$ cat config.mk
export PLATFORM = sky130hd
export DESIGN_NAME = irq_collector
export DESIGN_NICKNAME = d
export VERILOG_FILES = /design/src/rtl/irqc_pkg.sv /design/src/rtl/irqc_line_cond.sv /design/src/rtl/irqc_bus_decode.sv /design/src/rtl/irqc_status_bank.sv /design/src/rtl/irqc_read_port.sv /design/src/rtl/irq_collector.sv
export SDC_FILE = /design/constraint.sdc
export NUM_CORES = 1
export LEC_CHECK = 0
export BUFFER_PORTS_ARGS = -buffer_cell sky130_fd_sc_hd__clkbuf_2
export CORE_MARGIN = 3
export CORE_UTILIZATION = 35
export DETAILED_ROUTE_END_ITERATION = 10
export PLACE_DENSITY = 0.61
export SLEW_MARGIN = 20
export SYNTH_ARGS = -nofsm -noshare
export SYNTH_HDL_FRONTEND = slang
export SYNTH_HIERARCHICAL = 1
export SYNTH_SLANG_ARGS = --single-unit
$ cat constraint.sdc
create_clock -name clk -period 5.55 [get_ports clk]
set_input_delay 1.665 -clock clk [delete_from_list [all_inputs] [get_ports clk]]
set_output_delay 1.665 -clock clk [all_outputs]
set_load 0.05 [all_outputs]
$ cat src/rtl/irqc_pkg.sv
package irqc_pkg;
  localparam int REG_W     = 32;
  localparam int INT_LINES = 16;
  localparam int MAX_EXT   = 16;

  localparam logic [7:0] OFS_STATUS  = 8'h30;
  localparam logic [7:0] OFS_PENDING = 8'h34;
  localparam logic [7:0] OFS_ENABLE  = 8'h38;
  localparam logic [7:0] OFS_ACK     = 8'h3C;

  localparam logic [REG_W-1:0] RSVD_MASK = 32'h4000_8787;

  typedef enum logic [2:0] {
    RG_NONE,
    RG_STATUS,
    RG_PENDING,
    RG_ENABLE,
    RG_ACK
  } irqc_reg_e;

  // Bits that belong to an implemented, non-reserved line.
  function automatic logic [REG_W-1:0] implemented_mask(input int lines);
    logic [REG_W-1:0] m;
    for (int i = 0; i < REG_W; i++) begin
      m[i] = (i < lines);
    end
    return m & ~RSVD_MASK;
  endfunction
endpackage

$ cat src/rtl/irqc_line_cond.sv
module irqc_line_cond #(
  parameter bit EDGE_TRIG = 1'b1,
  parameter bit ACT_HIGH  = 1'b1
) (
  input  logic clk,
  input  logic raw,
  output logic evt
);
  logic norm;
  logic prev_q;

  assign norm = ACT_HIGH ? raw : ~raw;

  // Sampled in and out of reset, so a level held through reset is no edge.
  always_ff @(posedge clk) begin
    prev_q <= norm;
  end

  generate
    if (EDGE_TRIG) begin : g_edge
      assign evt = norm & ~prev_q;
    end else begin : g_level
      logic unused_prev;
      assign unused_prev = prev_q;
      assign evt = norm;
    end
  endgenerate
endmodule

$ cat src/rtl/irqc_bus_decode.sv
module irqc_bus_decode
  import irqc_pkg::*;
#(
  parameter int ADDR_W = 8
) (
  input  logic              bus_en,
  input  logic              bus_we,
  input  logic [ADDR_W-1:0] bus_addr,
  input  logic [REG_W-1:0]  bus_wdata,
  output logic              ack_we,
  output logic              en_we,
  output logic [REG_W-1:0]  wr_bits,
  output logic              rd_req,
  output irqc_reg_e         rd_sel
);
  irqc_reg_e hit;

  always_comb begin
    if (bus_addr == ADDR_W'(OFS_STATUS))       hit = RG_STATUS;
    else if (bus_addr == ADDR_W'(OFS_PENDING)) hit = RG_PENDING;
    else if (bus_addr == ADDR_W'(OFS_ENABLE))  hit = RG_ENABLE;
    else if (bus_addr == ADDR_W'(OFS_ACK))     hit = RG_ACK;
    else                                       hit = RG_NONE;
  end

  assign ack_we  = bus_en && bus_we && (hit == RG_ACK);
  assign en_we   = bus_en && bus_we && (hit == RG_ENABLE);
  assign wr_bits = bus_wdata;
  assign rd_req  = bus_en && !bus_we;
  assign rd_sel  = hit;
endmodule

$ cat src/rtl/irqc_status_bank.sv
module irqc_status_bank
  import irqc_pkg::*;
#(
  parameter logic [REG_W-1:0] VALID = '1
) (
  input  logic             clk,
  input  logic             rst,
  input  logic [REG_W-1:0] evt,
  input  logic             ack_we,
  input  logic             en_we,
  input  logic [REG_W-1:0] wr_bits,
  output logic [REG_W-1:0] status_q,
  output logic [REG_W-1:0] enable_q,
  output logic             irq_q
);
  logic [REG_W-1:0] clr;
  logic [REG_W-1:0] status_d;
  logic [REG_W-1:0] enable_d;

  always_comb begin
    clr      = ack_we ? (wr_bits & status_q) : '0;
    // New events are ORed after the clear: a same-edge event survives.
    status_d = ((status_q & ~clr) | evt) & VALID;
    enable_d = en_we ? (wr_bits & VALID) : enable_q;
  end

  always_ff @(posedge clk) begin
    if (rst) begin
      status_q <= '0;
      enable_q <= '0;
      irq_q    <= 1'b0;
    end else begin
      status_q <= status_d;
      enable_q <= enable_d;
      irq_q    <= |(status_d & enable_d);
    end
  end
endmodule

$ cat src/rtl/irqc_read_port.sv
module irqc_read_port
  import irqc_pkg::*;
(
  input  logic             clk,
  input  logic             rst,
  input  logic             rd_req,
  input  irqc_reg_e        rd_sel,
  input  logic [REG_W-1:0] status_q,
  input  logic [REG_W-1:0] enable_q,
  output logic [REG_W-1:0] rdata_q
);
  logic [REG_W-1:0] rd_mux;

  always_comb begin
    unique case (rd_sel)
      RG_STATUS:  rd_mux = status_q;
      RG_PENDING: rd_mux = status_q & enable_q;
      RG_ENABLE:  rd_mux = enable_q;
      default:    rd_mux = '0;
    endcase
  end

  always_ff @(posedge clk) begin
    if (rst) begin
      rdata_q <= '0;
    end else if (rd_req) begin
      rdata_q <= rd_mux;
    end
  end
endmodule

$ cat src/rtl/irq_collector.sv
module irq_collector
  import irqc_pkg::*;
#(
  parameter int          NUM_EXT  = 16,
  parameter logic [15:0] EXT_EDGE = 16'h00FF,
  parameter logic [15:0] EXT_POL  = 16'hF0F0,
  parameter int          ADDR_W   = 8,
  localparam int         LINES    = INT_LINES + NUM_EXT
) (
  input  logic              clk,
  input  logic              rst,
  input  logic [LINES-1:0]  irq_in,
  input  logic              bus_en,
  input  logic              bus_we,
  input  logic [ADDR_W-1:0] bus_addr,
  input  logic [REG_W-1:0]  bus_wdata,
  output logic [REG_W-1:0]  bus_rdata,
  output logic              irq_out
);
  localparam logic [REG_W-1:0] VALID = implemented_mask(LINES);

  logic [REG_W-1:0] evt;
  logic [REG_W-1:0] status_q;
  logic [REG_W-1:0] enable_q;
  logic             ack_we;
  logic             en_we;
  logic [REG_W-1:0] wr_bits;
  logic             rd_req;
  irqc_reg_e        rd_sel;

  generate
    for (genvar i = 0; i < REG_W; i++) begin : g_line
      if (i < INT_LINES) begin : g_int
        irqc_line_cond #(.EDGE_TRIG(1'b1), .ACT_HIGH(1'b1)) cond_i (
          .clk(clk), .raw(irq_in[i]), .evt(evt[i])
        );
      end else if (i < LINES) begin : g_ext
        irqc_line_cond #(
          .EDGE_TRIG(EXT_EDGE[i-INT_LINES]),
          .ACT_HIGH (EXT_POL[i-INT_LINES])
        ) cond_i (
          .clk(clk), .raw(irq_in[i]), .evt(evt[i])
        );
      end else begin : g_absent
        assign evt[i] = 1'b0;
      end
    end
  endgenerate

  irqc_bus_decode #(.ADDR_W(ADDR_W)) dec_i (
    .bus_en(bus_en), .bus_we(bus_we), .bus_addr(bus_addr),
    .bus_wdata(bus_wdata), .ack_we(ack_we), .en_we(en_we),
    .wr_bits(wr_bits), .rd_req(rd_req), .rd_sel(rd_sel)
  );

  irqc_status_bank #(.VALID(VALID)) bank_i (
    .clk(clk), .rst(rst), .evt(evt), .ack_we(ack_we), .en_we(en_we),
    .wr_bits(wr_bits), .status_q(status_q), .enable_q(enable_q),
    .irq_q(irq_out)
  );

  irqc_read_port rd_i (
    .clk(clk), .rst(rst), .rd_req(rd_req), .rd_sel(rd_sel),
    .status_q(status_q), .enable_q(enable_q), .rdata_q(bus_rdata)
  );
endmodule

* After elaboration in Yosys (flattened, before gate mapping) *
Index checks and enable logic that the tools add are counted.

word-level totals
  flip-flop bits (word level) = 121
  output and inout bits = 33
  word-level logic and storage cells = 112

cells by class
  equal/unequal tests = 8
  mux-type cells = 7
  bitwise gates (word level) = 62
  reductions and logical operators = 6

operators with widths
  kind                number
  $and 32x32->32      4
  $pmux 32 s3         1
  $mux 32             2
  $eq 8x6->1 const B  4
  $not 1->1           32
  $not 32->32         1
  $or 32x32->32       1
  $reduce_or 32->1    1
  $and 1x1->1         24
  $mux 3              4
  $eq 3x2->1 const B  2
  $logic_and 1x1->1   4
  $eq 3x1->1 const B  1
  $eq 3x3->1 const B  1
  $logic_not 1->1     1

* Longest topological paths before layout *
Gate-level depths: netlist of the first run.

  word-level depth = 13
  gate-level depth with buffers = 8

* Cells and area by module *
Netlist of the first run, hierarchy kept.

modules (own cells, without submodules)
  module                                         instances  cells each  area each (um2)  sequential area each (um2)
  irqc_read_port                                 1          211         1,981.9          640.6
  irqc_status_bank                               1          207         1,890.6          940.9
  irqc_line_cond at g_line[0].g_int.cond_i ...   20         2           33.8             20.0
  irqc_bus_decode                                1          43          312.8            0.0
  irqc_line_cond at g_line[16].g_ext.cond_i ...  4          3           27.5             20.0
  irqc_line_cond at g_line[28].g_ext.cond_i ...  4          1           7.5              0.0
  irqc_line_cond at g_line[24].g_ext.cond_i ...  4          1           3.8              0.0

* Least setup slack after synthesis of the first run *
OpenSTA, ideal clock, no wires.

  kind = input to register
  start point = input port bus_addr[7]
  end point = register bank_i.irq_q
  library setup time = 0.132 ns
  data arrival time = 3.532 ns
  data required time = 5.418 ns
  setup slack = 1.886 ns
  cell stages on the path = 8
  path buffers = 1
  cell sequence = or3b_1 -> nor4_1 -> buf_6 -> nand2_1 -> a21oi_2 -> o22ai_1 -> nor4_1 -> a31oi_1

between the ends
  longest elaborated chain between the ends = 13
  elaborated cells between the ends (all ways) = 19

ends and longest elaborated chain
  element                 RTL line                RTL
  start: declaration      irq_collector.sv:15     input logic [ADDR_W-1:0] bus_addr,
  $eq 8x6->1              irqc_bus_decode.sv:22   else if (bus_addr == ADDR_W'(OFS_ACK)) hit = RG_ACK;
  $mux 3                  irqc_bus_decode.sv:22
  $mux 3                  irqc_bus_decode.sv:21   else if (bus_addr == ADDR_W'(OFS_ENABLE)) hit = RG_ENABLE;
  $mux 3                  irqc_bus_decode.sv:20   else if (bus_addr == ADDR_W'(OFS_PENDING)) hit = RG_PENDING;
  $mux 3 (*)              irqc_bus_decode.sv:19   if (bus_addr == ADDR_W'(OFS_STATUS)) hit = RG_STATUS;
  $eq 3x3->1 (*)          irqc_bus_decode.sv:26   assign ack_we = bus_en && bus_we && (hit == RG_ACK);
  $logic_and 1x1->1 (*)   irqc_bus_decode.sv:26
  via ack_we              irq_collector.sv:25     logic ack_we;
  $mux 32 (*)             irqc_status_bank.sv:21  clr = ack_we ? (wr_bits & status_q) : '0;
  $not 32->32 (*)         irqc_status_bank.sv:23  status_d = ((status_q & ~clr) | evt) & VALID;
  $and 32x32->32 (*)      irqc_status_bank.sv:23
  $or 32x32->32 (*)       irqc_status_bank.sv:23
  $and 32x32->32 (*)      irqc_status_bank.sv:35  irq_q <= |(status_d & enable_d);
  $reduce_or 32->1 (*)    irqc_status_bank.sv:35
  end signal: assignment  irqc_status_bank.sv:35
  end: declaration        irqc_status_bank.sv:14  output logic irq_q

Mark *: on every way through the listed nets, which the timed path passes. The rest lies on a longest branch.
A chain may end at the register's enable or synchronous reset.

* Worst setup path after layout of the first run *
  start point = input port bus_addr[7]
  end point = register bank_i.irq_q

between the ends
  elaborated cells between the ends (all ways) = 19

RTL lines
  element                RTL line                RTL
  $eq 8x6->1             irqc_bus_decode.sv:22
  $mux 3                 irqc_bus_decode.sv:22
  $mux 3                 irqc_bus_decode.sv:21
  $mux 3                 irqc_bus_decode.sv:20
  $mux 3 (*)             irqc_bus_decode.sv:19
  $eq 3x2->1 (*)         irqc_bus_decode.sv:27   assign en_we = bus_en && bus_we && (hit == RG_ENABLE);
  $logic_and 1x1->1 (*)  irqc_bus_decode.sv:27
  via en_we              irq_collector.sv:26     logic en_we;
  $mux 32 (*)            irqc_status_bank.sv:24  enable_d = en_we ? (wr_bits & VALID) : enable_q;
  $and 32x32->32 (*)     irqc_status_bank.sv:35
  $reduce_or 32->1 (*)   irqc_status_bank.sv:35

Marked as above.

==> run summary, run 1 <==
Status = finished clean
Shortest period the worst path allows = 3738 ps
CTS Buf Count = 9
Vias = 3386
Hold/Removal Path Class = reg -> reg
Post-DP HPWL = 6.951 mm
Crit path max-delay cell type = nor4_1
Worst vdd ir = 0.2040 mV
Area grow syn2layout = 12.08%
Net Sw Frac = 22.53%
Root Driver = clkbuf_16
Leakage = 2.221 nW
Fmax = 0.2675 GHz
Net load switching power = 0.0003179 W
CP delay by family, top = simple AND/OR/NAND/NOR gates
Setup Crit Path Kind = in -> reg
Die width = 121.5 µm
Die area = 14770 µm²
Total Power = 0.001411 W
Die height = 121.5 µm
CTS tree = yes
Synth warnings = 6
Synthesized area = 4671 µm²
Clock skew = 2.894 ps
Worst Path Required = 5750 ps
Reg2reg end = bank_i/irq_q
Max incr delay on CP = 460 ps
CP bufs+invs = 2
Layout cells sized above 1 = 35.14%
Clk sinks = 95
Tightest Pin Transition = 822.2 ps
H-tree levels = 3
Clock group share of total power = 42.0%
Vias in the first global route = 3276
DR iter-0 viols = 80
Setup TNS = 0 ps
CP Depth = 8
CTS Hold Bufs = 0
GRT Overall Usage = 14.29%
# rows = 41
Internal power = 0.001093 W
# diodes = 0
Crit path launch type = input port
Crit path from = bus_addr[7]
Routed Antenna Nets = 0
Resized cells post-CTS = 0
Core area = 12820 µm²
Worst r2r src = g_line[23].g_ext.cond_i/prev_q
Fin nets = 626
Worst Path Max Fanout = 23
GPL Wtd Cong = 0.7584
End of the critical path = bank_i/irq_q
Largest net degree at the start of global routing = 65
First-pass iteration count of the detailed router = 4
Power per standard cell area = 269.5 nW/µm²
Final WL = 10.24 mm
DRC errors left = 0
Critical Path, Cell by Cell = clkbuf_2 > or3b_1 > nor4_2 > buf_4 > mux2i_1 > o22ai_1 > nor4_1 > a31oi_1
Combinational share of power = 7.5%
Final Setup Violations = 0
Antenna violations before repair = 0
Relative slew slack = 45.19%
Slew Viols, Final = 0
Most frequent cells in the layout = 95 x dfxtp_1, 90 x clkbuf_2, 56 x nand2_1, 52 x nor2_1, 34 x a21oi_2
Worst-Skew Late Latency = 340 ps
Worst-path clk slew = 60 ps
Final std cells w/o fill = 727
Max_cap viols = 0
Syn Area/Cell = 9.436 µm²
Reg2reg setup slack = 4160 ps
RSZ-0062 raised after global routing = false
Cells after synthesis = 495
Port Buffers = 90
Vias per inst = 4.657
Tcrit/Tclk final = 67.35%
Crit end category = register
R2R depth = 5
Initial Utilization = 36.42%
CTS Buffer Depth = 2
Commonest non-fill, non-tap cell in the layout = dfxtp_1
Placed Cells = 711
First-pass GRT wire length = 16.21 mm
Flop pwr share = 50.5%
Drt wl/cell = 14.08 µm
Final Hold Fails = 0
Total grt overflow = 0
Postcts setup bufs = 0
CP arrival = 3940 ps
IO Pins = 109
## through the flow
stage	utilization, %	instance area (µm²)	hold WS, ps	worst slack [ps]
floorplan	-	4735	477.6	1886
global placement	38.58	4947	435.5	1440
detailed placement	38.58	4947	441.2	1426
CTS	40.82	5235	450.4	1776
global route	40.82	5235	465.1	1546
finish	40.82	5235	447.4	1812
## power by group through the flow
| stage | registers [W] | clock network [W] | logic [W] |
|---|---|---|---|
| 4_1_cts | 0.000712 | 0.000618 | 0.000107 |
| 5_1_grt | 0.000714 | 0.000646 | 0.000118 |
| 3_5_place_dp | 0.000728 | 0 | 0.000106 |
| 6_report | 0.000712 | 0.000593 | 0.000106 |
| 3_3_place_gp | 0.000727 | 0 | 0.000104 |
| 2_1_floorplan | 0.000726 | 0 | 0.0000903 |
## worst min-delay path by stage
stage                        start                   to  slack, ps  cells after the start
2_1_floorplan  bank_i/status_q[29]  bank_i/status_q[29]        480                      2
3_3_place_gp      rd_i/rdata_q[24]     rd_i/rdata_q[24]        440                      2
3_5_place_dp      rd_i/rdata_q[25]     rd_i/rdata_q[25]        440                      2
4_1_cts           rd_i/rdata_q[25]     rd_i/rdata_q[25]        450                      2
5_1_grt           rd_i/rdata_q[31]     rd_i/rdata_q[31]        470                      2
6_report          rd_i/rdata_q[25]     rd_i/rdata_q[25]        450                      2
## per-layer routing
| metal | GRT usage, % | part of all wire (%) |
|---|---|---|
| met5 | 0 | 0 |
| met4 | 3.782 | 0.97 |
| met3 | 5.128 | 5.7 |
| met2 | 23.42 | 47 |
| met1 | 17.88 | 46 |
## flip-flops by register name (all words and copies together) (netlist names)
| name | count |
|---|---|
| bank_i/enable_q | 23 |
| bank_i/irq_q | 1 |
| bank_i/status_q | 23 |
| g_line.g_int.cond_i/prev_q | 8 |
| g_line.g_ext.cond_i/prev_q | 8 |
| rd_i/rdata_q | 32 |
## area by class of cell
cell class                 instances  area (µm²)
sequential                        95        1902
multi-input combinational        338        2293
inverter                           9       33.78
tap                              172       215.2
timing repair buffer              97       503.0
clock inverter                     2       13.76
fill                            1313        7590
clock buffer                      14       274.0
## worst min-delay path, cell delays in order (launching register included)
cell     delay [ps]
dfxtp_1         310
nand2_1          50
o21ai_1          50
No activity file was read; power rests on OpenSTA's default activity.
==> run 2, diff against run 1 <==
==> constraint.sdc (replaced) <==
create_clock -name clk -period 3.7 [get_ports clk]
set_input_delay 1.11 -clock clk [delete_from_list [all_inputs] [get_ports clk]]
set_output_delay 1.11 -clock clk [all_outputs]
set_load 0.05 [all_outputs]
==> run 2 against run 1 <==
  * Non-clock buffer count rose by 2
  * Sequential share of layout area fell by 0.91 points
  * Utilization rose by 1.1 points
  * Hold slack got worse by 1.3 ps
  * Routed wire length fell by 0.17%
==> run summary, run 2 (synthesis gave the netlist of run 1 again) <==
Worst vdd ir = 0.2002 mV
Critical Path, Cell by Cell = clkbuf_2 > or3b_1 > nor4_2 > buf_12 > mux2i_1 > o22ai_1 > nor4_1 > buf_4 > a31oi_1
Clk sinks = 95
FF/Latch Area = 1902 µm²
Leakage = 2.271 nW
Initial Utilization = 36.42%
Final WL = 10.22 mm
Most frequent cells in the layout = 95 x dfxtp_1, 90 x clkbuf_2, 56 x nand2_1, 52 x nor2_1, 34 x a21oi_2
Placed Cells = 713
Worst Path Required = 3930 ps
Max reg flops = 32
IO Pins = 109
First-pass GRT wire length = 16.19 mm
Register name with the most flops = rd_i/rdata_q
CP bufs+invs = 3
Root Driver = clkbuf_16
Combinational share of power = 6.7%
Largest net degree at the start of global routing = 65
R2R depth = 6
Drt wl/cell = 14.02 µm
Slew Viols, Final = 0
Worst-path clk slew = 70 ps
Fin nets = 628
Area grow syn2layout = 14.97%
Hold path depth = 2
Hold/Removal Path Class = reg -> reg
Vias = 3429
Postcts setup bufs = 0
Die area = 14770 µm²
Port Buffers = 90
DR iter-0 viols = 127
Final std cells w/o fill = 729
Flop pwr share = 45.2%
Relative slew slack = 59.09%
Vias per inst = 4.704
Worst Path Max Fanout = 23
Worst-Skew Late Latency = 340 ps
Fmax = 0.3190 GHz
Fin Hold WS = 446.1 ps
Tcrit/Tclk final = 84.72%
Clock skew = 6.762 ps
CTS Buf Count = 9
RSZ-0062 raised after global routing = false
Routed Antenna Nets = 0
CP Depth = 9
Core area = 12820 µm²
Antenna violations before repair = 1
Status = finished clean
Internal power = 0.001860 W
Max_cap viols = 0
CTS tree = yes
CTS Buffer Depth = 2
Crit end category = register
DRC errors left = 0
CP delay by family, top = simple AND/OR/NAND/NOR gates
Tightest Pin Transition = 613.7 ps
Setup Crit Path Kind = in -> reg
# diodes = 0
Layout filler cell count = 1320
Largest regs = rd_i/rdata_q x32, bank_i/enable_q x23, bank_i/status_q x23
Crit path launch type = input port
Die height = 121.5 µm
Net load switching power = 0.0005028 W
CP arrival = 3360 ps
CTS Hold Bufs = 0
Crit path max-delay cell type = or3b_1
# rows = 41
Die width = 121.5 µm
Vias in the first global route = 3274
Layout cells sized above 1 = 35.73%
Shortest period the worst path allows = 3135 ps
GRT Overall Usage = 14.15%
Resized cells post-CTS = 0
Net Sw Frac = 21.28%
Final Hold Fails = 0
Power per standard cell area = 439.9 nW/µm²
Final Setup Violations = 0
Setup TNS = 0 ps
Multi-input gate area = 2293 µm²
GPL Wtd Cong = 0.7406
Max incr delay on CP = 440 ps
Total grt overflow = 0
Post-DP HPWL = 7.071 mm
H-tree levels = 3
Commonest non-fill, non-tap cell in the layout = dfxtp_1
Clock group share of total power = 48.0%
First-pass iteration count of the detailed router = 4
## run 2: cell types whose count changed in the layout (fill, tap and decap cells not counted), moves of 2 or more
cell       previous run  this run
bufinv_16             0         4
clkbuf_8              3         0
buf_12                0         3
clkbuf_1              2         0
## run 2: final cells by class
class	instances	share of cell area (%)
clock inverters	7	2.703
repair buffers	99	10.34
well taps	172	4.007
multi-input cells	338	42.71
flip-flops and latches	95	35.41
clock buffers	9	4.194
inverters	9	0.6291
## run 2: power groups by stage
stage / clock network [W] / logic, W / registers, W
CTS: 0.00117 / 0.000160 / 0.00107
global route: 0.00121 / 0.000177 / 0.00107
detailed placement: 0 / 0.000159 / 0.00109
global placement: 0 / 0.000156 / 0.00109
finish: 0.00113 / 0.000159 / 0.00107
floorplan: 0 / 0.000135 / 0.00109
## run 2: tightest hold or removal path, stage by stage, from the launching register on
cell	delay [ps]
dfxtp_1	310
nand2_1	50
o21ai_1	50
## run 2: path summary, 6_finish.rpt
kind	slack, ps	from	end
worst max-delay path	570	bus_addr[7]	bank_i/irq_q
worst min-delay path	450	rd_i/rdata_q[19]	rd_i/rdata_q[19]
worst max register to register	2220	g_line[5].g_int.cond_i/prev_q	bank_i/irq_q
worst min register to register	450	rd_i/rdata_q[19]	rd_i/rdata_q[19]
## run 2: layer usage
metal / part of all wire [%] / track usage [%]
met1: 46 / 17.72
met3: 5.1 / 4.196
met4: 1.6 / 5.392
met2: 47 / 23.01
met5: 0.088 / 0
## run 2: stage by stage
stage          utilization, %  power [W]  setup slack (ps)  instance area, µm²
2_1_floorplan               -   0.001224             591.1                4735
3_3_place_gp            38.99   0.001245             173.8                5000
3_5_place_dp            38.99   0.001251             207.2                5000
4_1_cts                 41.87   0.002398             558.4                5370
5_1_grt                 41.87   0.002462             424.3                5370
6_report                41.87   0.002362             565.3                5370
